## src/rtl/pmp_pkg.sv

```systemverilog
package pmp_pkg;
  typedef enum logic [1:0] {
    AM_OFF   = 2'd0,
    AM_TOR   = 2'd1,
    AM_NA4   = 2'd2,
    AM_NAPOT = 2'd3
  } amode_e;

  typedef enum logic [1:0] {
    ACC_LOAD  = 2'd0,
    ACC_STORE = 2'd1,
    ACC_FETCH = 2'd2,
    ACC_AMO   = 2'd3
  } acc_e;

  localparam logic [1:0] PRIV_M = 2'd3;

  typedef struct packed {
    logic       lock;
    logic [1:0] rsvd;
    amode_e     mode;
    logic       x;
    logic       w;
    logic       r;
  } cfg_t;

  function automatic cfg_t cfg_from_byte(input logic [7:0] b);
    return cfg_t'({b[7], 2'b00, b[4:0]});
  endfunction
endpackage

```

## src/rtl/pmp_cfg_regs.sv

```systemverilog
module pmp_cfg_regs
  import pmp_pkg::*;
#(
  parameter int N      = 16,
  parameter int CIDX_W = 4
) (
  input  logic              clk,
  input  logic              rst,
  input  logic              mode64,
  input  logic              wr_en,
  input  logic [CIDX_W-1:0] idx,
  input  logic [63:0]       wdata,
  output cfg_t [N-1:0]      cfg_o,
  output logic [63:0]       rdata
);
  cfg_t [N-1:0] cfg_q;

  for (genvar n = 0; n < N; n++) begin : g_ent
    localparam int GRP32 = n / 4;
    localparam int LANE32 = n % 4;
    localparam int GRP64 = 2 * (n / 8);
    localparam int LANE64 = n % 8;

    logic       hit;
    logic [7:0] wbyte;

    always_comb begin
      hit   = mode64 ? (idx == CIDX_W'(GRP64)) : (idx == CIDX_W'(GRP32));
      wbyte = mode64 ? wdata[8*LANE64 +: 8] : wdata[8*LANE32 +: 8];
    end

    always_ff @(posedge clk) begin
      if (rst) begin
        cfg_q[n] <= cfg_t'(8'h00);
      end else if (wr_en && hit && !cfg_q[n].lock) begin
        cfg_q[n] <= cfg_from_byte(wbyte);
      end
    end

    // a locked byte never changes until reset
    p_locked_cfg_stable_r9: assert property (@(posedge clk) disable iff (rst)
      cfg_q[n].lock |=> $stable(cfg_q[n]));
  end

  always_comb begin
    rdata = '0;
    for (int n = 0; n < N; n++) begin
      if (mode64 && idx == CIDX_W'(2 * (n / 8)))
        rdata[8*(n%8) +: 8] = cfg_q[n];
      else if (!mode64 && idx == CIDX_W'(n / 4))
        rdata[8*(n%4) +: 8] = cfg_q[n];
    end
  end

  assign cfg_o = cfg_q;
endmodule

```

## src/rtl/pmp_addr_regs.sv

```systemverilog
module pmp_addr_regs
  import pmp_pkg::*;
#(
  parameter int N      = 16,
  parameter int AW     = 38,
  parameter int AIDX_W = 4
) (
  input  logic                 clk,
  input  logic                 rst,
  input  logic                 mode64,
  input  logic                 wr_en,
  input  logic [AIDX_W-1:0]    idx,
  input  logic [63:0]          wdata,
  input  cfg_t [N-1:0]         cfg_i,
  output logic [N-1:0][AW-1:0] eff_o,
  output logic [63:0]          rdata
);
  localparam int NARROW = 32;

  logic [N-1:0][AW-1:0] addr_q;
  logic [N-1:0]         guard;

  for (genvar i = 0; i < N; i++) begin : g_reg
    if (i + 1 < N) begin : g_nb
      assign guard[i] = cfg_i[i].lock |
                        (cfg_i[i+1].lock && cfg_i[i+1].mode == AM_TOR);
    end else begin : g_last
      assign guard[i] = cfg_i[i].lock;
    end

    always_ff @(posedge clk) begin
      if (rst) begin
        addr_q[i] <= '0;
      end else if (wr_en && idx == AIDX_W'(i) && !guard[i]) begin
        if (mode64) addr_q[i] <= wdata[AW-1:0];
        else        addr_q[i][NARROW-1:0] <= wdata[NARROW-1:0];
      end
    end

    assign eff_o[i] = mode64 ? addr_q[i] : {{(AW-NARROW){1'b0}}, addr_q[i][NARROW-1:0]};

    // a guarded register holds its value
    p_locked_addr_stable_r10: assert property (@(posedge clk) disable iff (rst)
      guard[i] |=> $stable(addr_q[i]));
  end

  always_comb begin
    rdata = '0;
    if (int'(idx) < N) rdata = 64'(eff_o[idx]);
  end
endmodule

```

## src/rtl/pmp_match.sv

```systemverilog
module pmp_match
  import pmp_pkg::*;
#(
  parameter int N  = 16,
  parameter int AW = 38
) (
  input  cfg_t [N-1:0]         cfg_i,
  input  logic [N-1:0][AW-1:0] eff_i,
  input  logic [AW-1:0]        word,
  input  logic [1:0]           acc,
  input  logic [1:0]           priv,
  output logic                 allow
);
  logic [N-1:0] hit;
  logic [N-1:0] perm;

  for (genvar i = 0; i < N; i++) begin : g_cmp
    logic [AW-1:0] lo;
    logic [AW-1:0] span;

    if (i == 0) begin : g_base
      assign lo = '0;
    end else begin : g_prev
      assign lo = eff_i[i-1];
    end

    assign span = eff_i[i] ^ (eff_i[i] + AW'(1));

    always_comb begin
      unique case (cfg_i[i].mode)
        AM_TOR:   hit[i] = (word >= lo) && (word < eff_i[i]);
        AM_NA4:   hit[i] = (word == eff_i[i]);
        AM_NAPOT: hit[i] = ((word | span) == (eff_i[i] | span));
        default:  hit[i] = 1'b0;
      endcase
      unique case (acc_e'(acc))
        ACC_LOAD:  perm[i] = cfg_i[i].r;
        ACC_FETCH: perm[i] = cfg_i[i].x;
        default:   perm[i] = cfg_i[i].w;
      endcase
    end
  end

  always_comb begin
    allow = (priv == PRIV_M);
    for (int i = N - 1; i >= 0; i--) begin
      if (hit[i]) allow = (priv == PRIV_M && !cfg_i[i].lock) ? 1'b1 : perm[i];
    end
  end
endmodule

```

## src/rtl/pmp_unit.sv

```systemverilog
module pmp_unit
  import pmp_pkg::*;
#(
  parameter int N    = 16,
  parameter int PA_W = 40
) (
  input  logic            clk,
  input  logic            rst,
  input  logic            mode64,
  input  logic            csr_we,
  input  logic [4:0]      csr_addr,
  input  logic [63:0]     csr_wdata,
  output logic [63:0]     csr_rdata,
  input  logic [PA_W-1:0] chk_addr,
  input  logic [1:0]      chk_type,
  input  logic [1:0]      chk_priv,
  output logic            chk_allow
);
  localparam int AW    = PA_W - 2;
  localparam int IDX_W = 4;

  cfg_t [N-1:0]         cfg;
  logic [N-1:0][AW-1:0] eff;
  logic [63:0]          cfg_rd;
  logic [63:0]          addr_rd;
  logic                 allow_c;
  logic [N-1:0]         locks;

  pmp_cfg_regs #(.N(N), .CIDX_W(IDX_W)) u_cfg (
    .clk(clk), .rst(rst), .mode64(mode64),
    .wr_en(csr_we && !csr_addr[4]), .idx(csr_addr[IDX_W-1:0]),
    .wdata(csr_wdata), .cfg_o(cfg), .rdata(cfg_rd)
  );

  pmp_addr_regs #(.N(N), .AW(AW), .AIDX_W(IDX_W)) u_addr (
    .clk(clk), .rst(rst), .mode64(mode64),
    .wr_en(csr_we && csr_addr[4]), .idx(csr_addr[IDX_W-1:0]),
    .wdata(csr_wdata), .cfg_i(cfg), .eff_o(eff), .rdata(addr_rd)
  );

  pmp_match #(.N(N), .AW(AW)) u_match (
    .cfg_i(cfg), .eff_i(eff), .word(chk_addr[PA_W-1:2]),
    .acc(chk_type), .priv(chk_priv), .allow(allow_c)
  );

  always_ff @(posedge clk) begin
    if (rst) begin
      csr_rdata <= '0;
      chk_allow <= 1'b0;
    end else begin
      csr_rdata <= csr_addr[4] ? addr_rd : cfg_rd;
      chk_allow <= allow_c;
    end
  end

  for (genvar i = 0; i < N; i++) begin : g_lk
    assign locks[i] = cfg[i].lock;
  end

  p_rdata_hi_zero_r2: assert property (@(posedge clk) disable iff (rst)
    !mode64 |=> csr_rdata[63:32] == 32'd0);

  p_odd_cfg_zero_r3: assert property (@(posedge clk) disable iff (rst)
    (mode64 && !csr_addr[4] && csr_addr[0]) |=> csr_rdata == 64'd0);

  p_m_unlocked_allow_r11: assert property (@(posedge clk) disable iff (rst)
    (chk_priv == PRIV_M && locks == '0) |=> chk_allow);
endmodule

```

## config.mk

```make
export PLATFORM = sky130hd
export DESIGN_NAME = pmp_unit
export DESIGN_NICKNAME = d
export VERILOG_FILES = /design/src/rtl/pmp_pkg.sv /design/src/rtl/pmp_cfg_regs.sv /design/src/rtl/pmp_addr_regs.sv /design/src/rtl/pmp_match.sv /design/src/rtl/pmp_unit.sv
export SDC_FILE = /design/constraint.sdc
export NUM_CORES = 2
export LEC_CHECK = 0
export ABC_AREA = 0
export BUFFER_PORTS_ARGS = -buffer_cell sky130_fd_sc_hd__buf_2
export CORE_MARGIN = 2
export CORE_UTILIZATION = 55
export CTS_CLUSTER_SIZE = 24
export DETAILED_ROUTE_END_ITERATION = 8
export HOLD_SLACK_MARGIN = 0.03
export PLACE_DENSITY = 0.73
export RECOVER_POWER = 50
export SETUP_SLACK_MARGIN = 0.5
export SYNTH_ARGS = -nofsm -noshare
export SYNTH_HDL_FRONTEND = slang
export SYNTH_SLANG_ARGS = --single-unit
export TNS_END_PERCENT = 5
```

## constraint.sdc

```tcl
create_clock -name clk -period 8 [get_ports clk]
set_clock_uncertainty 0.1 [all_clocks]
set_input_delay 1.2 -clock clk [delete_from_list [all_inputs] [get_ports clk]]
set_output_delay 1.2 -clock clk [all_outputs]
set_load 0.005 [all_outputs]
```

==> results.tsv <==
stage	metric	value	unit
outcome	outcome	finished with violations	
outcome	violated checks	DRC, capacitance limit, slew limit	
synthesis	Synth Flop Type	sky130_fd_sc_hd__dfxtp_1	
synthesis	gate count of the mapped netlist	9726	
clocking	Inserted Clock Buffers	95	
synthesis	share of synthesized registers carrying an async set or reset	0	%
pwr	pwr dens	126	nW/um^2
timing	unrepaired setup endpoints after global routing	no	
placed_design	quantity of I/O buffers inserted on ports	165	
clocking	clock latency on the worst-skew pair	0.72	ns
pwr	maximum vdd ir drop	173	uV
pwr	leakage power summed over all cells	31.1	nW
synthesis	average size of a mapped cell	7.70	sq um
synthesis	number of flops mapped to enable cells by yosys	0	
pwr	switching part of the total	31.1	%
global_route	final global-route overflow total	0	
layout	net count of the finished layout	11000	
pwr	net switching power	3.17	mW
synthesis	count of yosys warnings during synthesis	0	
pwr	Clk network pwr share	45.3	%
setup_path	data arrival time of the critical path	7.99	ns
synthesis	share of synthesized area occupied by flip-flops and latches	20.4	%
placed_design	dpl cell area	77500	sq um
clocking	root buffer cell	sky130_fd_sc_hd__clkbuf_16	
layout	final instance area	80600	sq um
setup_path	most repeated library cell on the critical path	sky130_fd_sc_hd__nand2_1	
route	Vias/cell	6.44	
layout	multi-input gate area in the final layout	55100	sq um
synthesis	count of state elements after synthesis	762	
setup_path	CP max stage cell	sky130_fd_sc_hd__clkbuf_1	
clocking	CTS-repair resized insts	0	
clocking	hold-fix buffers at CTS	0	
timing	headroom to the max-slew limit	-111	%
die	FP Rows	135	
pwr	cell internal power dissipation	7.02	mW
die	horizontal die dimension	373	microns
pwr	part of the power in combinational logic	16.6	%
global_route	number of global-route vias before repair	69000	
min_path	class of the worst hold path	reg2reg	
clocking	number of buffers between clock root and the deepest sink	3	
synthesis	post-synthesis instance area	74900	sq um
die	starting density of the core	55.4	%
global_route	largest net degree at the start of global routing	186	
layout	synthesis-to-layout area growth	7.63	%
route	Initial DRT Pass Iterations	9	
timing	final hold violation count	0	
setup_path	CP Max Fanout	58	
clocking	clock net sink count	762	
timing	maximum clock rate	133	MHz
route	aggregate routed wire length	328000	microns
timing	count of final max-slew check failures	509	
synthesis	count of distinct cell types in the synthesized netlist	88	
global_route	wire length of the first global-routing pass	464000	microns
setup_path	Crit Path Class	in2reg	
global_route	Overall Global Routing Usage	45.6	%
layout	fraction of final layout cells sized beyond drive strength 1	7.28	%
route	DR iter-0 viols	8712	
setup_path	cell breakdown of the critical path	buf_2 -> clkbuf_1 -> nand2_1 -> or2_0 -> nor4_1 -> clkbuf_1 -> nand2_1 -> nand2_1 -> a21oi_1	
timing	minimum clock period	7.52	ns
route	routed length per instance	28.5	microns
timing	sum of negative setup slack	0	ns
clocking	register clock-pin slew on the reported worst setup and hold paths	0.06	ns
setup_path	sort of element at the end of the critical path	register	
layout	area taken by flip-flops and latches	15300	sq um
die	DIE AREA	139000	sq um
setup_path	CP Launch Type	input pin	
route	overall via count from detail_route	74100	
setup_path	Worst Path Required	8.47	ns
timing	Tightest Pin Transition	3.16	ns
die	area of the core	135000	sq um
die	die span in y	373	microns
placed_design	Detailed Place HPWL	260000	microns
route	DRT antenna net count	0	
setup_path	kind of cell adding the most delay to the critical path	buffers and inverters	
setup_path	delay of the slowest cell on the worst path	2.11	ns
clocking	number of setup buffers added after CTS	0	
pwr	relative contribution of sequential cells to total power	38.1	%
route	count of unresolved DRC violations after routing	4	
layout	number of inserted filler cells in the final layout	12400	
die	io pins	182	
placed_design	RePlAce Congestion	1.07	
flow_run	Max Cap Viol	14	
clocking	Max H-tree Level	3	
setup_path	worst path bufs/invs	3	
timing	fraction of the cycle the final worst path needs	94.0	%
clocking	TritonCTS clock tree	done	
global_route	initial antenna violation count	29	
timing	final number of setup-violating endpoints	0	
==> final timing paths <==
check	from	endpoint	slack, ns	cells after the start
worst max-delay path	csr_addr[4]	u_addr.addr_q[262]	0.48	9
worst min-delay path	u_addr.addr_q[526]	u_addr.addr_q[526]	0.36	2
worst max register to register	u_addr.addr_q[229]	chk_allow	0.81	24
worst min register to register	u_addr.addr_q[526]	u_addr.addr_q[526]	0.36	2
==> synthesized netlist by cell type, types with 168 or more instances <==
| cell type | n | area [sq um] |
|---|---|---|
| sky130_fd_sc_hd__inv_1 | 701 | 2630 |
| sky130_fd_sc_hd__o21ai_0 | 180 | 901 |
| sky130_fd_sc_hd__ha_1 | 1200 | 15000 |
| sky130_fd_sc_hd__nand3_1 | 389 | 1950 |
| sky130_fd_sc_hd__mux4_2 | 168 | 3780 |
| sky130_fd_sc_hd__clkbuf_1 | 464 | 1740 |
| sky130_fd_sc_hd__dfxtp_1 | 762 | 15300 |
| sky130_fd_sc_hd__xor2_1 | 889 | 7790 |
| sky130_fd_sc_hd__nor2_1 | 797 | 2990 |
| sky130_fd_sc_hd__a21oi_1 | 895 | 4480 |
| sky130_fd_sc_hd__xnor2_1 | 207 | 1810 |
| sky130_fd_sc_hd__nand4_1 | 256 | 1600 |
| sky130_fd_sc_hd__nand2_1 | 1604 | 6020 |
==> final cells by class <==
type | instances | area share (%)
clock inverters | 33 | 0.537
multi-input cells | 7749 | 68.3
clock buffers | 137 | 3.47
flip-flops and latches | 762 | 18.9
inverters | 704 | 3.28
well taps | 1781 | 2.76
repair buffers | 337 | 2.66
diodes | 8 | 0.0248
==> layer usage <==
metal  vias up  routed length (microns)  track usage, %
met5         -                       54               0
met1     35100                   117000            53.1
li1      33600                        -               -
met3      1153                    33600            8.55
met4        10                    37900            43.5
met2      4221                   140000            70.5
==> cell families (layout without fill, tap and decap cells) <==
kind of cell	Yosys count	in the layout	share of synthesized area, %
AO/OA/AOI/OAI	1548	1548	12.3
XOR/XNOR	1096	1096	12.8
adder cells (fa/ha/maj)	1200	1200	20.0
buffers and inverters	1221	1211	6.21
flip-flops	762	762	20.4
multiplexers	214	214	5.72
other	1	15	0.00501
AND/OR/NAND/NOR	3684	3684	22.6
==> power groups by stage <==
stage          clock network [mW]  logic (mW)  registers [mW]
6_report                     4.62        1.70            3.88
5_1_grt                      4.76        1.78            3.88
4_1_cts                      4.61        1.64            3.88
3_5_place_dp                    0        1.63            3.96
3_3_place_gp                    0        1.60            3.96
2_1_floorplan                   0       0.956            3.94
==> sequential cells by signal (all words and copies together) (netlist names) <==
name / count
u_addr.addr_q: 608
u_cfg.cfg_o: 96
csr_rdata: 57
chk_allow: 1
==> placed cells by master, fill, tap and decap left out, types with 51 or more instances in the layout <==
master,Yosys,layout
sky130_fd_sc_hd__inv_1,701,701
sky130_fd_sc_hd__o21ai_0,180,180
sky130_fd_sc_hd__nor3_1,130,130
sky130_fd_sc_hd__dfxtp_1,762,762
sky130_fd_sc_hd__nand4_1,256,256
sky130_fd_sc_hd__or3_1,79,79
sky130_fd_sc_hd__xor2_1,889,889
sky130_fd_sc_hd__buf_4,9,153
sky130_fd_sc_hd__nor4_1,150,142
sky130_fd_sc_hd__a21o_1,96,96
sky130_fd_sc_hd__clkbuf_1,464,51
sky130_fd_sc_hd__clkbuf_16,0,96
sky130_fd_sc_hd__xnor2_1,207,207
sky130_fd_sc_hd__nand3_1,389,389
sky130_fd_sc_hd__nor2b_1,54,54
sky130_fd_sc_hd__mux4_2,168,168
sky130_fd_sc_hd__nand2_1,1604,1604
sky130_fd_sc_hd__a211oi_1,80,80
sky130_fd_sc_hd__nor2_1,797,795
sky130_fd_sc_hd__ha_1,1200,1200
sky130_fd_sc_hd__a21oi_1,895,895
sky130_fd_sc_hd__buf_2,8,140
==> per-stage QoR <==
step	util (%)	setup WS, ns	hold WS [ns]	total power [mW]	cells
floorplan	-	1.92	0.332	4.89	9732
global route	59.6	0.542	0.371	10.4	11500
global placement	57.3	1.13	0.339	5.56	11300
finish	59.6	0.481	0.356	10.2	11500
CTS	59.7	1.04	0.353	10.1	11500
detailed placement	57.3	1.06	0.345	5.59	11300
==> tightest hold or removal path, stage by stage, from the launching register on <==
cell and delay [ns]:
sky130_fd_sc_hd__dfxtp_1 0.30, sky130_fd_sc_hd__nand2_1 0.05, sky130_fd_sc_hd__a21oi_1 0.05
Power figures use the tool's default switching activity.
